==> src/rtl/edoc_pkg.sv <==
package edoc_pkg;
   typedef enum logic [2:0] {
      ST_IDLE,
      ST_RAS,
      ST_COL,
      ST_CAS,
      ST_CP,
      ST_OPEN,
      ST_CLOSE
   } edoc_state_e;

   function automatic int unsigned edoc_max4(int unsigned a, int unsigned b,
                                             int unsigned c, int unsigned d);
      int unsigned m;
      m = a;
      if (b > m) m = b;
      if (c > m) m = c;
      if (d > m) m = d;
      return m;
   endfunction
endpackage

==> src/rtl/edoc_addr_split.sv <==
module edoc_addr_split #(
   parameter int unsigned ADDR_W = 20,
   parameter int unsigned ROW_W  = 12,
   parameter int unsigned COL_W  = 8,
   parameter int unsigned PIN_W  = 12
) (
   input  logic [ADDR_W-1:0] addr,
   output logic [PIN_W-1:0]  row_pins,
   output logic [PIN_W-1:0]  col_pins
);
   if (ADDR_W != ROW_W + COL_W) begin : g_bad_split
      $error("edoc_addr_split: ADDR_W must equal ROW_W + COL_W");
   end
   if (PIN_W < ROW_W || PIN_W < COL_W) begin : g_bad_pins
      $error("edoc_addr_split: PIN_W too narrow");
   end

   // row field is the upper part of the word address
   if (PIN_W > ROW_W) begin : g_row_pad
      assign row_pins = {{(PIN_W-ROW_W){1'b0}}, addr[ADDR_W-1 -: ROW_W]};
   end else begin : g_row_full
      assign row_pins = addr[ADDR_W-1 -: ROW_W];
   end

   if (PIN_W > COL_W) begin : g_col_pad
      assign col_pins = {{(PIN_W-COL_W){1'b0}}, addr[COL_W-1:0]};
   end else begin : g_col_full
      assign col_pins = addr[COL_W-1:0];
   end
endmodule

==> src/rtl/edoc_dwn.sv <==
module edoc_dwn #(
   parameter int unsigned W = 3
) (
   input  logic         clk,
   input  logic         rst_n,
   input  logic         load,
   input  logic [W-1:0] load_val,
   output logic         last
);
   logic [W-1:0] cnt_q;

   always_ff @(posedge clk or negedge rst_n) begin
      if (!rst_n) begin
         cnt_q <= '0;
      end else if (load) begin
         cnt_q <= load_val;
      end else if (cnt_q != '0) begin
         cnt_q <= cnt_q - 1'b1;
      end
   end

   assign last = (cnt_q == '0);
endmodule

==> src/rtl/edoc_ras_age.sv <==
module edoc_ras_age #(
   parameter int unsigned LIMIT = 100
) (
   input  logic clk,
   input  logic rst_n,
   input  logic ras_low,
   output logic expired
);
   localparam int unsigned AGE_W = $clog2(LIMIT + 1);

   logic [AGE_W-1:0] age_q;

   always_ff @(posedge clk or negedge rst_n) begin
      if (!rst_n) begin
         age_q <= '0;
      end else if (!ras_low) begin
         age_q <= '0;
      end else if (age_q < AGE_W'(LIMIT)) begin
         age_q <= age_q + 1'b1;
      end
   end

   assign expired = (age_q >= AGE_W'(LIMIT));
endmodule

==> src/rtl/edoc_ctrl.sv <==
module edoc_ctrl
   import edoc_pkg::*;
#(
   parameter int unsigned ADDR_W      = 20,
   parameter int unsigned ROW_W       = 12,
   parameter int unsigned COL_W       = 8,
   parameter int unsigned PIN_W       = 12,
   parameter int unsigned DATA_W      = 16,
   parameter int unsigned T_RCD_CYC   = 2,
   parameter int unsigned T_CAS_CYC   = 2,
   parameter int unsigned T_CP_CYC    = 2,
   parameter int unsigned T_RP_CYC    = 5,
   parameter int unsigned RAS_MAX_CYC = 12500
) (
   input  logic                clk,
   input  logic                rst_n,
   input  logic                req_valid,
   output logic                req_ready,
   input  logic                req_write,
   input  logic [ADDR_W-1:0]   req_addr,
   input  logic [DATA_W/8-1:0] req_be,
   input  logic [DATA_W-1:0]   req_wdata,
   input  logic                req_burst,
   output logic                rd_valid,
   output logic [DATA_W-1:0]   rd_data,
   output logic [PIN_W-1:0]    dram_addr,
   output logic                dram_ras_n,
   output logic                dram_ucas_n,
   output logic                dram_lcas_n,
   output logic                dram_we_n,
   output logic                dram_oe_n,
   output logic [DATA_W-1:0]   dram_dq_out,
   output logic [DATA_W/8-1:0] dram_dq_oe,
   input  logic [DATA_W-1:0]   dram_dq_in
);
   localparam int unsigned NBYTE    = DATA_W / 8;
   localparam int unsigned PAGE_CYC = 2 + T_CAS_CYC + T_CP_CYC;
   localparam int unsigned AGE_LIM  = RAS_MAX_CYC - PAGE_CYC;
   localparam int unsigned MAX_DUR  = edoc_max4(T_RCD_CYC, T_CAS_CYC, T_CP_CYC, T_RP_CYC);
   localparam int unsigned TMR_W    = $clog2(MAX_DUR + 1);

   if (NBYTE != 2 || DATA_W != 16) begin : g_bad_width
      $error("edoc_ctrl: two byte lanes of 8 bits are required");
   end
   if (T_RCD_CYC < 1 || T_CAS_CYC < 1 || T_CP_CYC < 1 || T_RP_CYC < 1) begin : g_bad_time
      $error("edoc_ctrl: every timing count must be at least one cycle");
   end
   if (RAS_MAX_CYC < T_RCD_CYC + 2 * PAGE_CYC) begin : g_bad_rasmax
      $error("edoc_ctrl: RAS_MAX_CYC too small for one access plus one page hit");
   end

   edoc_state_e       state_q, state_d;
   logic              wr_q, burst_q;
   logic [ADDR_W-1:0] addr_q;
   logic [NBYTE-1:0]  be_q;
   logic [DATA_W-1:0] wdata_q;
   logic              rd_valid_q;
   logic [DATA_W-1:0] rd_data_q;
   logic [PIN_W-1:0]  row_pins, col_pins;
   logic              tmr_last, age_expired, same_row, accept;
   logic              in_cas, drv_col, ras_low;
   logic [NBYTE-1:0]  cas_lane_n;
   logic [DATA_W-1:0] rd_masked;

   function automatic logic [TMR_W-1:0] dur_of(edoc_state_e s);
      case (s)
         ST_RAS:   return TMR_W'(T_RCD_CYC - 1);
         ST_CAS:   return TMR_W'(T_CAS_CYC - 1);
         ST_CP:    return TMR_W'(T_CP_CYC - 1);
         ST_CLOSE: return TMR_W'(T_RP_CYC - 1);
         default:  return '0;
      endcase
   endfunction

   edoc_addr_split #(
      .ADDR_W(ADDR_W), .ROW_W(ROW_W), .COL_W(COL_W), .PIN_W(PIN_W)
   ) u_split (
      .addr     (addr_q),
      .row_pins (row_pins),
      .col_pins (col_pins)
   );

   edoc_dwn #(.W(TMR_W)) u_phase (
      .clk      (clk),
      .rst_n    (rst_n),
      .load     (state_d != state_q),
      .load_val (dur_of(state_d)),
      .last     (tmr_last)
   );

   edoc_ras_age #(.LIMIT(AGE_LIM)) u_age (
      .clk     (clk),
      .rst_n   (rst_n),
      .ras_low (ras_low),
      .expired (age_expired)
   );

   assign same_row  = (req_addr[ADDR_W-1 -: ROW_W] == addr_q[ADDR_W-1 -: ROW_W]);
   assign req_ready = (state_q == ST_IDLE) ||
                      (state_q == ST_OPEN && same_row && !age_expired);
   assign accept    = req_valid && req_ready;

   always_comb begin
      state_d = state_q;
      case (state_q)
         ST_IDLE:  if (req_valid) state_d = ST_RAS;
         ST_RAS:   if (tmr_last) state_d = ST_COL;
         ST_COL:   state_d = ST_CAS;
         ST_CAS:   if (tmr_last) state_d = ST_CP;
         ST_CP:    if (tmr_last) state_d = burst_q ? ST_OPEN : ST_CLOSE;
         ST_OPEN: begin
            if (accept)                        state_d = ST_COL;
            else if (req_valid || age_expired) state_d = ST_CLOSE;
         end
         ST_CLOSE: if (tmr_last) state_d = ST_IDLE;
         default:  state_d = ST_IDLE;
      endcase
   end

   always_ff @(posedge clk or negedge rst_n) begin
      if (!rst_n) begin
         state_q <= ST_IDLE;
         wr_q    <= 1'b0;
         burst_q <= 1'b0;
         addr_q  <= '0;
         be_q    <= '0;
         wdata_q <= '0;
      end else begin
         state_q <= state_d;
         if (accept) begin
            wr_q    <= req_write;
            burst_q <= req_burst;
            addr_q  <= req_addr;
            be_q    <= req_be;
            wdata_q <= req_wdata;
         end
      end
   end

   // read data is taken on the edge that ends the strobe-low phase
   always_ff @(posedge clk or negedge rst_n) begin
      if (!rst_n) begin
         rd_valid_q <= 1'b0;
         rd_data_q  <= '0;
      end else begin
         rd_valid_q <= in_cas && tmr_last && !wr_q;
         if (in_cas && tmr_last && !wr_q) begin
            rd_data_q <= rd_masked;
         end
      end
   end

   assign in_cas  = (state_q == ST_CAS);
   assign drv_col = (state_q == ST_COL) || in_cas;
   assign ras_low = (state_q != ST_IDLE) && (state_q != ST_CLOSE);

   for (genvar b = 0; b < NBYTE; b++) begin : g_lane
      assign cas_lane_n[b]       = !(in_cas && be_q[b]);
      assign dram_dq_oe[b]       = wr_q && be_q[b] && drv_col;
      assign rd_masked[b*8 +: 8] = be_q[b] ? dram_dq_in[b*8 +: 8] : 8'h00;
   end

   assign dram_lcas_n = cas_lane_n[0];
   assign dram_ucas_n = cas_lane_n[NBYTE-1];
   assign dram_ras_n  = !ras_low;
   assign dram_addr   = drv_col ? col_pins : row_pins;
   assign dram_we_n   = !(wr_q && drv_col);
   assign dram_oe_n   = !(!wr_q && in_cas);
   assign dram_dq_out = wdata_q;
   assign rd_valid    = rd_valid_q;
   assign rd_data     = rd_data_q;
endmodule

==> config.mk <==
export PLATFORM = sky130hd
export DESIGN_NAME = edoc_ctrl
export DESIGN_NICKNAME = d
export VERILOG_FILES = /design/src/rtl/edoc_pkg.sv /design/src/rtl/edoc_addr_split.sv /design/src/rtl/edoc_dwn.sv /design/src/rtl/edoc_ras_age.sv /design/src/rtl/edoc_ctrl.sv
export SDC_FILE = /design/constraint.sdc
export NUM_CORES = 1
export LEC_CHECK = 0
export BUFFER_PORTS_ARGS = -buffer_cell sky130_fd_sc_hd__buf_2
export CORE_AREA = 2 2 86 88
export CTS_CLUSTER_SIZE = 8
export DETAILED_ROUTE_END_ITERATION = 10
export DIE_AREA = 0 0 88 90
export PLACE_DENSITY = 0.88
export SETUP_SLACK_MARGIN = 0.3
export SYNTH_ARGS = -nofsm -noshare
export SYNTH_HDL_FRONTEND = slang
export SYNTH_SLANG_ARGS = --single-unit
==> constraint.sdc <==
create_clock -name clk -period 3.6 [get_ports clk]
set_input_delay 0.18 -clock clk [delete_from_list [all_inputs] [get_ports clk]]
set_output_delay 0.18 -clock clk [all_outputs]
set_load 0.03 [all_outputs]
==> results of run 1 <==
==> path summary, 6_finish.rpt <==
| path | endpoint | startpoint | slack, ns | cells after the start |
|---|---|---|---|---|
| worst max-delay path | dram_dq_out[5] | u_age.age_q[0] | 1.09 | 9 |
| worst max register to register | dram_dq_out[5] | u_age.age_q[0] | 1.09 | 9 |
| worst min register to register | rd_data[8] | rd_data[8] | 0.48 | 2 |
| max in group asynchronous | u_age.age_q[7] | rst_n | 3.02 | 1 |
| worst min-delay path | addr_q[4] | rst_n | -0.04 | 1 |
| min in group clk | dram_dq_out[0] | req_wdata[0] | 0.05 | 2 |
==> state kept, by name, indices dropped and copies added (netlist names), 2 cells and up <==
name,flops
dram_dq_out,16
state_q,3
u_phase.cnt_q,3
addr_q,20
be_q,2
u_age.age_q,14
rd_data,16
==> synthesized netlist by cell type (all sizes together), types with 2 or more instances <==
cell type  count  area, um^2
nor2          25       93.84
nor2b          7       43.79
nand2b         2       12.51
nor4           3       25.02
nor3           5       25.02
buf            4       45.04
or2            3       21.27
nand4          5       31.28
xnor2         15       131.4
o21ai         20       100.1
a31oi          2       12.51
xor2           9       78.83
or3            3       18.77
and3           3       18.77
inv           11       41.29
mux2i          2       20.02
dfrtp         77        1927
ha             4       50.05
o211a          2       20.02
mux2          49       701.9
a211oi         2       15.01
clkbuf        15       56.30
a21oi          6       30.03
nand2         42       160.2
nand3          6       30.03
==> kinds of logic (layout without fill, tap and decap cells) <==
family	count (synthesis)	count (layout)	share of synthesized area
buffers and inverters	30	139	0.03719
AO/OA/AOI/OAI	44	44	0.07701
multiplexers	51	51	0.1883
XOR/XNOR	24	24	0.05481
adder cells (fa/ha/maj)	4	4	0.01305
flip-flops	77	77	0.5024
AND/OR/NAND/NOR	105	105	0.1272
==> stage by stage <==
stage	total power [uW]	instance area (um^2)	setup slack [ns]
6_report	4447	4649	1.090
3_5_place_dp	3753	4438	1.104
5_1_grt	4692	4649	0.9454
4_1_cts	4463	4649	1.091
2_1_floorplan	3189	3835	1.068
3_3_place_gp	3659	4438	1.165
==> final cells by class <==
type,count,area share
Sequential cell,77,0.4144
Inverter,11,0.008881
Multi-Input combinational cell,228,0.3797
Timing Repair Buffer,114,0.1249
Tap cell,99,0.02664
Clock inverter,4,0.01588
Clock buffer,10,0.02960
==> metal layers <==
layer / GRT usage / vias to the layer above / share of wire
met5: 0 / - / 0
met3: 0.05326 / 14 / 0.053
met1: 0.2663 / 1372 / 0.43
met2: 0.3333 / 91 / 0.50
met4: 0.06154 / 0 / 0.017
li1: - / 1354 / -
==> power by group through the flow <==
stage,clock network [uW],registers [uW],logic [uW]
floorplan,0,1760,1430
global placement,0,1530,2130
detailed placement,0,1550,2200
CTS,715,1550,2200
global route,744,1600,2350
finish,707,1550,2190
==> worst max-delay path: stages, from the launching register on <==
cell and delay (ns):
dfrtp_1 0.41, inv_1 0.07, ha_1 0.13, o211ai_1 0.08, a211oi_1 0.40, or2_4 0.21
o41ai_4 0.08, nand2_2 0.07, buf_4 0.55, mux2_4 0.35
==> out/qor.txt, run 1 <==
Routed WL: 7874 um
Reg area: 1927 um^2
Top Ports: 112
Yosys cell types: 42
Fin crit period: 2.510 ns
ANT nets after route: 0
Initial Utilization: 0.5462
Hold crit path type: in -> async
FP Rows: 31
Antenna violations before repair: 0
Syn Nets: 398
Post-synthesis async set-or-reset flop share: 1.000
Post-DP HPWL: 5627 um
Sw Pwr: 1884 uW
Netlist Area Pre-Place: 3835 um^2
Status: finished, violations left
H-tree Lvls: 3
Cells after synthesis: 335
Area grow syn2layout: 21.24%
Post-DR vias/cell: 5.214
P_int: 2563 uW
DRC: 0
Critical Path Fanout Max: 40
Post-synth EDFFs: 0
Fin util: 0.6623
Largest net degree at the start of global routing: 78
Fill cells: 536
Core area: 7020 um^2
Post-synth top flop: dfrtp_1
Max VDD drop: 0.0006112 V
Fin Hold WS: -0.03682 ns
Nets: 504
Clk sinks: 77
RSZ-0062 raised after global routing: no
Combinational fraction of design power: 0.492
CTS Hold Bufs: 0
Slew Viols, Final: 0
Vias in the first global route: 2710
Final hold vios: 54
Placer Congestion: 0.8324
Final setup fails: 0
Multi-input logic area: 1765 um^2
Leak: 0.002418 uW
Clock share of power: 0.159
Vias: 2831
# port buffers: 111
Setup TNS: 0 ns
# Max-Cap Violations: 0
Post-synthesis sequential area ratio: 0.5024
Fin cells: 543
Pre-antenna DRT Iters: 5
Fin crit share: 0.6971
Avg Inst Size Synth: 11.45 um^2
Die H: 90 um
Sw Share: 0.4237
Seq pwr share: 0.349
CTS root buf: clkbuf_8
Share of layout cells above drive strength 1: 0.4122
Failing checks: negative hold slack
First-pass GRT wire length: 12760 um
Worst-margin pin slew: 0.9308 ns
PwrDens: 956.4 nW/um^2
CP Class: reg -> reg
Synth Warn #: 0
# placed instances: 529
Total grt overflow: 0
Most common cell after layout, fill and taps aside: buf_2
Worst endpoint data arrival time: 2.74 ns
Worst slew margin: 0.3795
Routed len/inst: 14.50 um
CTS resizes: 0
CTS tree: done
Die area: 7920 um^2
# diodes: 0
Clock Skews: 0.01691 ns
Critical path startpoint category: flip-flop
Initial DRC count: 154
Most frequent cells in the layout: buf_2, dfrtp_1, nand2_1
Clk buf depth: 2
TritonCTS Buffers: 9
Highest Clock Rate: 398.5 MHz
Setup crit end kind: flip-flop
Post-synthesis register bit count: 77
CP required: 3.83 ns
Post-CTS setup buffer count: 0
Total GRT Usage: 0.2045
Clock-pin slew on the worst setup and hold paths: 0.08 ns
Die Wd: 88 um
Clk_lat worst skew: 0.35 ns
(Power assumes the default switching activity.)
==> run 2, diff against run 1 <==
--- a/config.mk
+++ b/config.mk
@@ -6,11 +6,11 @@
 export NUM_CORES = 1
 export LEC_CHECK = 0
 export BUFFER_PORTS_ARGS = -buffer_cell sky130_fd_sc_hd__buf_2
-export CORE_AREA = 2 2 86 88
+export CORE_AREA = 2 2 94 96
 export CTS_CLUSTER_SIZE = 8
 export DETAILED_ROUTE_END_ITERATION = 10
-export DIE_AREA = 0 0 88 90
-export PLACE_DENSITY = 0.88
+export DIE_AREA = 0 0 96 98
+export PLACE_DENSITY = 0.79
 export SETUP_SLACK_MARGIN = 0.3
 export SYNTH_ARGS = -nofsm -noshare
 export SYNTH_HDL_FRONTEND = slang
==> constraint.sdc (replaced) <==
create_clock -name clk -period 2.3 [get_ports clk]
set_input_delay 0.115 -clock clk [delete_from_list [all_inputs] [get_ports clk]]
set_output_delay 0.115 -clock clk [all_outputs]
set_load 0.03 [all_outputs]
==> out/qor.txt, run 2 (same netlist as run 1, synthesis figures left out) <==
Status: completed
Sw Share: 0.4227
Reg with most FFs: addr_q
Top Ports: 112
Routed WL: 9323 um
First-pass GRT wire length: 14030 um
Final hold vios: 0
CP required: 2.54 ns
Multi-input logic area: 1846 um^2
Total GRT Usage: 0.1910
Fin crit period: 2.279 ns
FP Rows: 34
Critical Path Fanout Max: 24
Critical-path top delay cell: o41ai_4
Share of layout cells above drive strength 1: 0.4283
Die H: 98 um
Hold crit path type: in -> reg
Placed Instance Area: 4534 um^2
# diodes: 0
Clock Skews: 0.01461 ns
CTS root buf: clkbuf_8
Critical-path cell list: xor2_1, nor4_1, nand4_1, o41ai_4, nand2_2, buf_12, mux2_4
Critical path startpoint category: flip-flop
Slew Viols, Final: 0
Final Cell Area: 5314 um^2
Post-DR vias/cell: 5.039
Clock-pin slew on the worst setup and hold paths: 0.08 ns
CP Class: reg -> reg
H-tree Lvls: 3
Fin crit share: 0.9911
Initial Utilization: 0.4530
Largest net degree at the start of global routing: 78
Max reg flops: 20
Setup crit end kind: flip-flop
Clk sinks: 77
Combinational fraction of design power: 0.522
TritonCTS Buffers: 9
Vias in the first global route: 2979
CTS tree: done
Fin Hold WS: 0.01252 ns
Worst-margin pin slew: 0.9800 ns
Total grt overflow: 0
Fin util: 0.6277
Clk_lat worst skew: 0.36 ns
Seq pwr share: 0.319
Highest Clock Rate: 438.7 MHz
# port buffers: 111
Post-DP HPWL: 5708 um
Max VDD drop: 0.0009514 V
Placer Congestion: 0.7709
Leak: 0.002715 uW
Core area: 8466 um^2
RSZ-0062 raised after global routing: yes
Area grow syn2layout: 38.56%
Final setup fails: 0
Most common cell after layout, fill and taps aside: buf_2
# Max-Cap Violations: 0
Vias: 3074
Clk buf depth: 2
Fill cells: 661
Max stage delay on crit path: 0.43 ns
Die Wd: 96 um
ANT nets after route: 0
Antenna violations before repair: 0
DRC: 0
Worst endpoint data arrival time: 2.52 ns
Reg area: 1927 um^2
Routed len/inst: 15.28 um
Worst slew margin: 0.3467
Initial DRC count: 150
Die area: 9408 um^2
Clock share of power: 0.159
PwrDens: 1399 nW/um^2
Nets: 560
Pre-antenna DRT Iters: 5
Most frequent cells in the layout: buf_2, dfrtp_1, nand2_1, mux2_4, dlygate4sd3_1
P_int: 4291 uW
Sw Pwr: 3141 uW
==> run 2: cell types whose count changed in the layout (fill, tap and decap cells not counted), sizes merged <==
cell and delta:
buf +18, dlygate4sd3 +38, inv +2, clkinv -2
clkinvlp +2
==> run 2: final cells by class <==
cell class,instances,share of cell area
inverter,11,0.007770
tap,108,0.02543
timing repair buffer,170,0.2136
multi-input combinational,228,0.3473
sequential,77,0.3626
clock inverter,6,0.01742
clock buffer,10,0.02590
==> run 2: through the flow <==
stage	worst slack, ns	instances	total power, uW	TNS (ns)
6_report	0.02058	610	7432	0
5_1_grt	-0.08847	610	7865	-2.814
4_1_cts	0.003138	596	7245	0
3_5_place_dp	0.04700	546	5950	0
3_3_place_gp	0.1119	546	5841	0
2_1_floorplan	-0.09828	335	4991	-3.931
==> run 2: path summary, 6_finish.rpt <==
path / startpoint / endpoint / slack [ns] / cells after the start
max: addr_q[12] / addr_q[5] / 0.02 / 7
min: req_addr[17] / addr_q[17] / 0.01 / 2
max reg2reg: addr_q[12] / addr_q[5] / 0.02 / 7
min reg2reg: rd_data[11] / rd_data[11] / 0.48 / 2
max in group asynchronous: rst_n / u_age.age_q[9] / 1.21 / 2
min in group asynchronous: rst_n / rd_data[13] / 0.45 / 2
==> run 2: per-layer routing <==
metal  wire length (um)  vias to the layer above  global-route usage
met1               3909                     1487              0.2300
met2               4763                      105              0.3264
li1                   -                     1467                   -
met4                153                        0             0.06593
met5                  0                        -                   0
met3                497                       15             0.05015
==> run 2: critical path, delay by kind of cell, from the launching register on <==
| family | cells | cell delay (ns) |
|---|---|---|
| compound gates | 1 | 0.43 |
| xor+xnor | 1 | 0.15 |
| buf+inv | 1 | 0.20 |
| flops | 1 | 0.41 |
| mux | 1 | 0.32 |
| simple gates | 3 | 0.65 |
==> run 2: power groups by stage <==
stage / Clock (uW) / Combinational (uW) / Sequential, uW
detailed placement: 0 / 3590 / 2360
floorplan: 0 / 2240 / 2750
global placement: 0 / 3500 / 2340
CTS: 1210 / 3700 / 2340
global route: 1270 / 4150 / 2440
finish: 1180 / 3880 / 2370
==> run 2: what timing repair did <==
action,4_1_cts,5_1_grt
pin swaps,2,9
endpoints found under the hold margin,108,6
endpoints found under the setup margin,59,54
resized for setup,6,18
hold buffers,32,6
setup buffers,2,8
==> run 3, diff against run 2 <==
--- a/config.mk
+++ b/config.mk
@@ -11,7 +11,7 @@
 export DETAILED_ROUTE_END_ITERATION = 10
 export DIE_AREA = 0 0 96 98
 export PLACE_DENSITY = 0.79
-export SETUP_SLACK_MARGIN = 0.3
+export SETUP_SLACK_MARGIN = 0.05
 export SYNTH_ARGS = -nofsm -noshare
 export SYNTH_HDL_FRONTEND = slang
 export SYNTH_SLANG_ARGS = --single-unit
==> out/qor.txt, run 3 (same netlist as run 1, synthesis figures left out) <==
Sw Share: 0.4227
Max stage delay on crit path: 0.42 ns
Clock-pin slew on the worst setup and hold paths: 0.09 ns
ANT nets after route: 0
Total grt overflow: 0
Crit Reg-Reg Startpoint: addr_q[12]
Fin crit period: 2.270 ns
Max reg flops: 20
Hold crit path type: in -> reg
Placed Instance Area: 4534 um^2
Top Ports: 112
Clock Skews: 0.01214 ns
Worst setup path endpoint: addr_q[5]
Fin util: 0.6145
Total GRT Usage: 0.1910
FP Rows: 34
Max VDD drop: 0.0008661 V
Met2 Resource Use GR: 0.3269
# diodes: 0
Worst endpoint data arrival time: 2.51 ns
Final setup margin: 0.02990 ns
Highest Clock Rate: 440.5 MHz
Worst R2R Setup Slack: 0.03 ns
Clk sinks: 77
Met3 Use GR: 0.04938
Initial DRC count: 146
Die area: 9408 um^2
P_int: 4197 uW
Gr busiest metal: met2
Fin crit share: 0.9870
Critical path startpoint category: flip-flop
R2R Path End: addr_q[5]
Die Wd: 96 um
Post-place setup slack: 0.04700 ns
CP startpoint: addr_q[12]
Reg with most FFs: addr_q
Largest net degree at the start of global routing: 78
Routed WL: 9127 um
Combinational fraction of design power: 0.513
Worst-margin pin slew: 0.9839 ns
TritonCTS Buffers: 9
PwrDens: 1398 nW/um^2
Share of layout cells above drive strength 1: 0.4024
Met1 usage: 0.2310
CP Class: reg -> reg
Placer Congestion: 0.7709
Antenna violations before repair: 0
Clk_lat worst skew: 0.36 ns
Die H: 98 um
Most common cell after layout, fill and taps aside: buf_2
Vias: 3045
Final hold vios: 0
Critical-path top delay cell: o41ai_4
R2R depth: 7
DRC: 0
Routed len/inst: 15.09 um
Area grow syn2layout: 35.66%
Slew Viols, Final: 0
Most frequent cells in the layout: buf_2, dfrtp_1, nand2_1
Status: completed
Sw Pwr: 3073 uW
Critical-path cell list: xor2_1, nor4_1, nand4_1, o41ai_4, nand2_2, buf_12, mux2_4
Core area: 8466 um^2
# Max-Cap Violations: 0
CP required: 2.54 ns
H-tree Lvls: 3
Post-DP HPWL: 5708 um
First-pass GRT wire length: 14010 um
CTS root buf: clkbuf_8
# placed instances: 546
Worst slew margin: 0.3440
Clk buf depth: 2
Leak: 0.002677 uW
Seq pwr share: 0.324
# port buffers: 111
Fill cells: 670
Final Cell Area: 5202 um^2
Initial Utilization: 0.4530
Setup crit end kind: flip-flop
Clock share of power: 0.163
Nets: 555
RSZ-0062 raised after global routing: yes
CTS tree: done
Pre-antenna DRT Iters: 4
Final setup fails: 0
Fin cells: 605
Critical Path Fanout Max: 24
Post-DR vias/cell: 5.033
Vias in the first global route: 2971
-- run 3: cell types whose count changed in the layout (fill, tap and decap cells not counted), sizes merged --
cell / before / now
buf: 132 / 127
-- run 3: worst min-delay path by stage --
stage,startpoint,endpoint,slack (ns),depth (start not counted)
after floorplan,rst_n,addr_q[0],-0.18,0
after detailed placement,rst_n,rd_data[12],0.33,1
after global routing,req_addr[17],addr_q[17],0.001,2
after CTS,req_wdata[9],dram_dq_out[9],0.0008,2
final,req_addr[17],addr_q[17],0.01,2
after global placement,rst_n,rd_data[12],0.32,1
-- run 3: stage by stage --
stage	setup TNS [ns]	total power, uW	hold WS, ns
floorplan	-3.931	4991	-0.1806
global placement	0	5841	0.3216
detailed placement	0	5950	0.3306
CTS	0	7231	0.0007536
global route	-2.796	7699	0.001303
finish	0	7271	0.01145
-- run 3: layout make-up --
class / count / area, um^2 / share of cell area
multi-input combinational: 228 / 1779 / 0.3420
timing repair buffer: 165 / 1090 / 0.2095
clock buffer: 10 / 137.6 / 0.02646
tap: 108 / 135.1 / 0.02597
clock inverter: 6 / 92.59 / 0.01780
inverter: 11 / 41.29 / 0.007937
sequential: 77 / 1927 / 0.3704
-- run 3: power by group through the flow --
stage          logic, uW  registers (uW)  clock network [uW]
3_5_place_dp        3590            2360                   0
5_1_grt             4000            2430                1270
4_1_cts             3680            2340                1210
6_report            3730            2360                1180
3_3_place_gp        3500            2340                   0
2_1_floorplan       2240            2750                   0
-- run 3: timing repair --
item / in CTS / in global routing
buffers inserted: 2 / 3
endpoints found under the hold margin: 108 / 6
hold buffers: 32 / 6
pin swaps: 2 / 3
setup endpoints to repair: 32 / 48
resized for setup: 3 / 2
-- run 3: routing by layer --
metal / share of wire / routed length (um)
met1: 0.43 / 3912
met2: 0.50 / 4602
met3: 0.052 / 472
met4: 0.015 / 139
met5: 0 / 0
-- run 3: critical path: cells and delay by family, from the launching register on --
family                 cells  cell delay [ns]
AO/OA/AOI/OAI              1             0.42
XOR/XNOR                   1             0.15
buffers and inverters      1             0.20
flip-flops                 1             0.41
multiplexers               1             0.32
AND/OR/NAND/NOR            3             0.64
